$ cat src/rtl/rs_pool.sv
`timescale 1ns/1ps
module rs_pool #(
  parameter int NRS  = 4,
  parameter int NREG = 8,
  parameter int DW   = 32,
  parameter int OPW  = 2,
  localparam int TW  = $clog2(NRS + 1),
  localparam int RW  = $clog2(NREG),
  localparam int IW  = (NRS > 1) ? $clog2(NRS) : 1
) (
  input  logic           clk,
  input  logic           rst_n,
  input  logic           iss_valid,
  input  logic [OPW-1:0] iss_op,
  input  logic [RW-1:0]  iss_dst,
  input  logic [RW-1:0]  iss_src1,
  input  logic [RW-1:0]  iss_src2,
  input  logic [DW-1:0]  iss_val1,
  input  logic [DW-1:0]  iss_val2,
  output logic           iss_ready,
  input  logic           cdb_valid,
  input  logic [TW-1:0]  cdb_tag,
  input  logic [DW-1:0]  cdb_data,
  output logic           fu_valid,
  output logic [TW-1:0]  fu_tag,
  output logic [OPW-1:0] fu_op,
  output logic [DW-1:0]  fu_a,
  output logic [DW-1:0]  fu_b,
  output logic           rf_we,
  output logic [RW-1:0]  rf_waddr,
  output logic [DW-1:0]  rf_wdata
);

  logic [NRS-1:0] busy, sent, rdy;
  logic [OPW-1:0] op_q [NRS];
  logic [DW-1:0]  va [NRS];
  logic [DW-1:0]  vb [NRS];
  logic [TW-1:0]  ta [NRS];
  logic [TW-1:0]  tb [NRS];
  logic [TW-1:0]  stat [NREG];

  logic          free_hit;
  logic [IW-1:0] free_idx, disp_idx;
  logic [TW-1:0] st1, st2, src_t1, src_t2, new_tag;
  logic [DW-1:0] src_v1, src_v2;
  logic          byp1, byp2, do_issue, bus_hit;

  always_comb begin
    free_hit = 1'b0;
    free_idx = '0;
    for (int i = NRS - 1; i >= 0; i--)
      if (!busy[i]) begin
        free_hit = 1'b1;
        free_idx = IW'(i);
      end
  end

  for (genvar g = 0; g < NRS; g++) begin : g_rdy
    assign rdy[g] = busy[g] && !sent[g] && ta[g] == '0 && tb[g] == '0;
  end

  always_comb begin
    disp_idx = '0;
    for (int i = NRS - 1; i >= 0; i--)
      if (rdy[i]) disp_idx = IW'(i);
  end

  assign iss_ready = free_hit;
  assign do_issue  = iss_valid && free_hit;
  assign new_tag   = TW'(free_idx) + TW'(1);
  assign bus_hit   = cdb_valid && cdb_tag != '0;

  assign st1    = stat[iss_src1];
  assign st2    = stat[iss_src2];
  assign byp1   = bus_hit && st1 == cdb_tag;
  assign byp2   = bus_hit && st2 == cdb_tag;
  assign src_t1 = byp1 ? '0 : st1;
  assign src_t2 = byp2 ? '0 : st2;
  assign src_v1 = byp1 ? cdb_data : iss_val1;
  assign src_v2 = byp2 ? cdb_data : iss_val2;

  assign fu_valid = |rdy;
  assign fu_tag   = TW'(disp_idx) + TW'(1);
  assign fu_op    = op_q[disp_idx];
  assign fu_a     = va[disp_idx];
  assign fu_b     = vb[disp_idx];

  always_comb begin
    rf_we    = 1'b0;
    rf_waddr = '0;
    for (int r = 0; r < NREG; r++)
      if (bus_hit && stat[r] == cdb_tag) begin
        rf_we    = 1'b1;
        rf_waddr = RW'(r);
      end
  end
  assign rf_wdata = cdb_data;

  always_ff @(posedge clk or negedge rst_n) begin
    if (!rst_n) begin
      busy <= '0;
      sent <= '0;
      for (int i = 0; i < NRS; i++) begin
        op_q[i] <= '0;
        va[i]   <= '0;
        vb[i]   <= '0;
        ta[i]   <= '0;
        tb[i]   <= '0;
      end
      for (int r = 0; r < NREG; r++) stat[r] <= '0;
    end else begin
      for (int i = 0; i < NRS; i++) begin
        if (bus_hit && busy[i]) begin
          if (ta[i] == cdb_tag) begin
            ta[i] <= '0;
            va[i] <= cdb_data;
          end
          if (tb[i] == cdb_tag) begin
            tb[i] <= '0;
            vb[i] <= cdb_data;
          end
          if (cdb_tag == TW'(i + 1)) begin
            busy[i] <= 1'b0;
            sent[i] <= 1'b0;
          end
        end
        if (fu_valid && disp_idx == IW'(i)) sent[i] <= 1'b1;
      end
      for (int r = 0; r < NREG; r++)
        if (bus_hit && stat[r] == cdb_tag) stat[r] <= '0;
      if (do_issue) begin
        busy[free_idx] <= 1'b1;
        sent[free_idx] <= 1'b0;
        op_q[free_idx] <= iss_op;
        ta[free_idx]   <= src_t1;
        tb[free_idx]   <= src_t2;
        va[free_idx]   <= src_v1;
        vb[free_idx]   <= src_v2;
        stat[iss_dst]  <= new_tag;
      end
    end
  end

endmodule

$ cat config.mk
export PLATFORM = sky130hd
export DESIGN_NAME = rs_pool
export DESIGN_NICKNAME = d
export VERILOG_FILES = /design/src/rtl/rs_pool.sv
export SDC_FILE = /design/constraint.sdc
export NUM_CORES = 1
export LEC_CHECK = 0
export BUFFER_PORTS_ARGS = -buffer_cell sky130_fd_sc_hd__clkbuf_2
export CORE_UTILIZATION = 45
export CTS_BUF_LIST = sky130_fd_sc_hd__clkbuf_2 sky130_fd_sc_hd__clkbuf_4 sky130_fd_sc_hd__clkbuf_8
export CTS_CLUSTER_DIAMETER = 200
export CTS_CLUSTER_SIZE = 30
export DETAILED_ROUTE_END_ITERATION = 12
export MAX_ROUTING_LAYER = met4
export PLACE_DENSITY = 0.63
export SLEW_MARGIN = 20
export SYNTH_ARGS = -nofsm -noshare
export SYNTH_HDL_FRONTEND = slang
export SYNTH_SLANG_ARGS = --single-unit
$ cat constraint.sdc
create_clock -name clk -period 4.2 [get_ports clk]
set_clock_uncertainty 0.15 [all_clocks]
set_input_delay 0.21 -clock clk [delete_from_list [all_inputs] [get_ports clk]]
set_output_delay 0.21 -clock clk [all_outputs]
set_load 0.05 [all_outputs]
==> metrics.md <==
| Metric | Value |
|---|---|
| Worst Max-Slew Pin Slew | roughly 1.1 ns |
| First-pass detailed-route iteration total | 6 |
| Dominant cell type by area after synthesis | dfrtp_1 |
| Sum of routed wire length over all layers | ~70 mm |
| Top post-synthesis cells by area | dfrtp_1, a221oi_1, nor3_1 |
| Unrepaired setup endpoints after global routing | no |
| Insertion delay of the later-clocked pin in the worst-skew pair | ~0.60 ns |
| Top Family by Delay on Critical Path | buffers and inverters |
| Cell-by-cell listing of the critical path | nor4b_1 > nand2_1 > nand2_1 > nand2_2 > inv_6 > buf_12 > a211oi_1 > a31oi_1 > clkbuf_2 |
| Starting utilization of the core area | between 40% and 50% |
| Total of max-cap violations | 0 |
| Antenna-violating nets left | 0 |
| Maximum net fanout on the critical path | 84 |
| Pin count of the biggest net entering global routing | ~120 |
| Arrival time at the worst endpoint | around 3.6 ns |
| Post-CTS Setup Repair Bufs | 0 |
| Sum of net half-perimeters after detailed placement | roughly 40 mm |
| Nets | 2394 |
| CP Buf/Inv Count | 3 |
| Number of levels in the clock H-tree | 1 |
| Result of the run | finished, final reports clean |
| Required time at the worst-slack endpoint | 3.84 ns |
| Initial antenna violation count | 1 |
| Maximum clock path buffer count | 3 |
| Top_reg_cell synth | dfrtp_1 |
| Classification of the worst-slack hold path | input pin to async pin |
| Synthesized instance count | 2069 |
| Final Cycle Share | between 90% and 100% |
| Start point of the critical path | busy[2] |
| Proportion of layout cells with a drive suffix above 1 | 18.96% |
| Core Rows | between 70 and 80 |
| Die Y | between 200 and 250 um |
| TritonCTS clock tree | yes |
| Most frequent cell on the critical path | nand2_1 |
| Post-synth top area share | between 40% and 50% |
| Total congestion overflow after global routing | 0 |
| Wire length per cell after detailed routing | between 20 and 30 um |
| Crit-path max cell delay | 0.61 ns |
| Initial detailed-routing violation count | ~1700 |
| Final TNS setup | 0 ns |
| Critical setup path kind | flip-flop to primary output |
| Master cell of the clock root buffer | clkbuf_8 |
| Kind of end point of the critical path | primary output |
| Met2 wire len | 33.20 mm |
| Number of enable flip-flop cells after synthesis | 0 |
| Overall Global Routing Usage | approximately a third |
| Placeable Area | ~41000 um2 |
| Area enclosed by the die boundary | 42440 um2 |
| Worst slew slack as a fraction of its limit | a little under a quarter |
| WL met1 | between 20 and 30 mm |
| Weighted congestion at the end of routability-driven global placement | 0.9072 |
| Ys async rst share | 100.0% |
| Cell with the most instances after synthesis | dfrtp_1 |
| CP max stage cell | dfrtp_1 |
| Count of different cell masters after synthesis | 60 |
| Buffers added on ports | 220 |
| # setup viols final | 0 |
| R2r worst-path depth | 8 |
| Number of buffers created by CTS | 14 |
| Worst r2r src | stat[19] |
| Clock period minus final worst setup slack | 3.948 ns |
| Max Transition Viols Final | 0 |
| Final number of hold-violating endpoints | 0 |
| Via count of the first global-routing pass | approximately 19000 |
| Proportion of synthesized chip area in sequential cells | 42.75% |
| DRC errors left | 0 |
| Destination of the worst register-to-register timing path | va[59] |
| Syn Std Cell Area | between 15000 and 20000 um2 |
| Avg Inst Size Synth | roughly 9 um2 |
| Met3 routed wirelength | ~6.3 mm |
| Register-to-register setup slack | about 0.55 ns |
| Highest routed metal layer | met4 |
| Die width | around 200 um |
| Most common library cells after synthesis | dfrtp_1, nor2_1, nand2_1, nor3_1, clkbuf_1 |
| Clock-pin slew on the worst setup and hold paths | about 0.2 ns |
| Via count normalized by instance count | 6.612 |
| CP startpoint kind | flip-flop |
| # clock sinks | 320 |
| Last element of the critical path | fu_a[12] |
| Maximum frequency from static timing analysis | 253.3 MHz |
| Top-Level Pins | 221 |
| Total vias in the final route | roughly 19000 |
| First-pass GRT wire length | 108.5 mm |
| Count of filler cells inserted in the layout | between 3000 and 4000 |
| Post-synthesis net count | 2185 |
| Total number of cells along the worst setup path | 9 |
| Synth-to-Final Area Change | 17.08% |
| Synth warn | 0 |
| Total of flip-flops plus latches after synthesis | 320 |
cell families after synthesis:
logic type | Yosys count | synth area share, %
flip-flops | 320 | 42.75
multiplexers | 28 | 1.777
adder cells (fa/ha/maj) | 2 | 0.1336
AND/OR/NAND/NOR | 883 | 22.89
XOR/XNOR | 53 | 2.619
buffers and inverters | 281 | 7.034
AO/OA/AOI/OAI | 502 | 22.80
metrics by stage:
stage	instance area, um2	worst slack (ns)	util (%)	cells	hold slack, ns
5_1_grt	21930	0.1062	53.58	2811	0.03293
2_1_floorplan	18730	0.8803	-	2069	-0.2356
4_1_cts	21920	0.1693	53.56	2810	0.01437
3_5_place_dp	20180	0.8461	49.32	2644	0.01598
6_report	21930	0.2520	53.59	2812	0.04864
3_3_place_gp	20180	0.8441	49.32	2644	0.01210
flip-flops by register name, summed over array words and instances, names as in the netlist:
| signal | cells |
|---|---|
| va | 128 |
| vb | 128 |
| stat | 24 |
| ta | 12 |
| tb | 12 |
| op_q | 8 |
| busy | 4 |
| sent | 4 |
cell type report:
cell class / instances / area, um2 / area share, %
clock inverters: 1 / 11.26 / 0.05135
repair buffers: 428 / 3266 / 14.89
well taps: 532 / 665.6 / 3.035
inverters: 46 / 177.7 / 0.8102
clock buffers: 15 / 206.4 / 0.9414
multi-input cells: 1468 / 9590 / 43.73
flip-flops and latches: 320 / 8008 / 36.52
diodes: 2 / 5.005 / 0.02282
worst min path at each step:
stage          endpoint  depth (start not counted)  slack [ns]        from
2_1_floorplan   busy[0]                          0       -0.24       rst_n
3_3_place_gp      vb[8]                          1        0.01       rst_n
3_5_place_dp      vb[9]                          1        0.02       rst_n
4_1_cts         busy[2]                          4        0.01  cdb_tag[1]
5_1_grt         busy[2]                          4        0.03  cdb_tag[1]
6_report        vb[105]                          3        0.05       rst_n
routing by layer:
metal | GRT usage, % | vias up
met1 | 44.69 | 9360
met2 | 53.34 | 1029
li1 | - | 8044
met5 | - | -
met3 | 4.841 | 159
met4 | 13.16 | 0
layout by cell type (no fill, tap or decap), types with 54 or more instances in the layout:
cell             n
a31oi_1         67
dfrtp_1        320
nand2_1        205
o221a_2         54
o21ai_0         54
nor2_1         213
clkbuf_2       219
a221oi_1       120
nor3_1         164
or3_1           99
dlygate4sd3_1  149
a211oi_1        98
nor2b_1         70
worst register-to-register path: cells and delay by family (launching register included):
| family | cells | cell delay [ns] |
|---|---|---|
| mux | 2 | 0.63 |
| flops | 1 | 0.48 |
| simple gates | 2 | 0.78 |
| compound gates | 1 | 0.44 |
| xor+xnor | 1 | 0.20 |
| buf+inv | 2 | 0.94 |
repair_timing:
| item | CTS | global route |
|---|---|---|
| gates resized for setup | 0 | 1 |
| hold buffers | 150 | 0 |
| hold endpoints to repair | 604 | 0 |
| setup endpoints to repair | 0 | 14 |
Power is left out: the tool's default activity adds up to more than one toggle a clock period on the data nets, which glitch-free logic cannot reach.
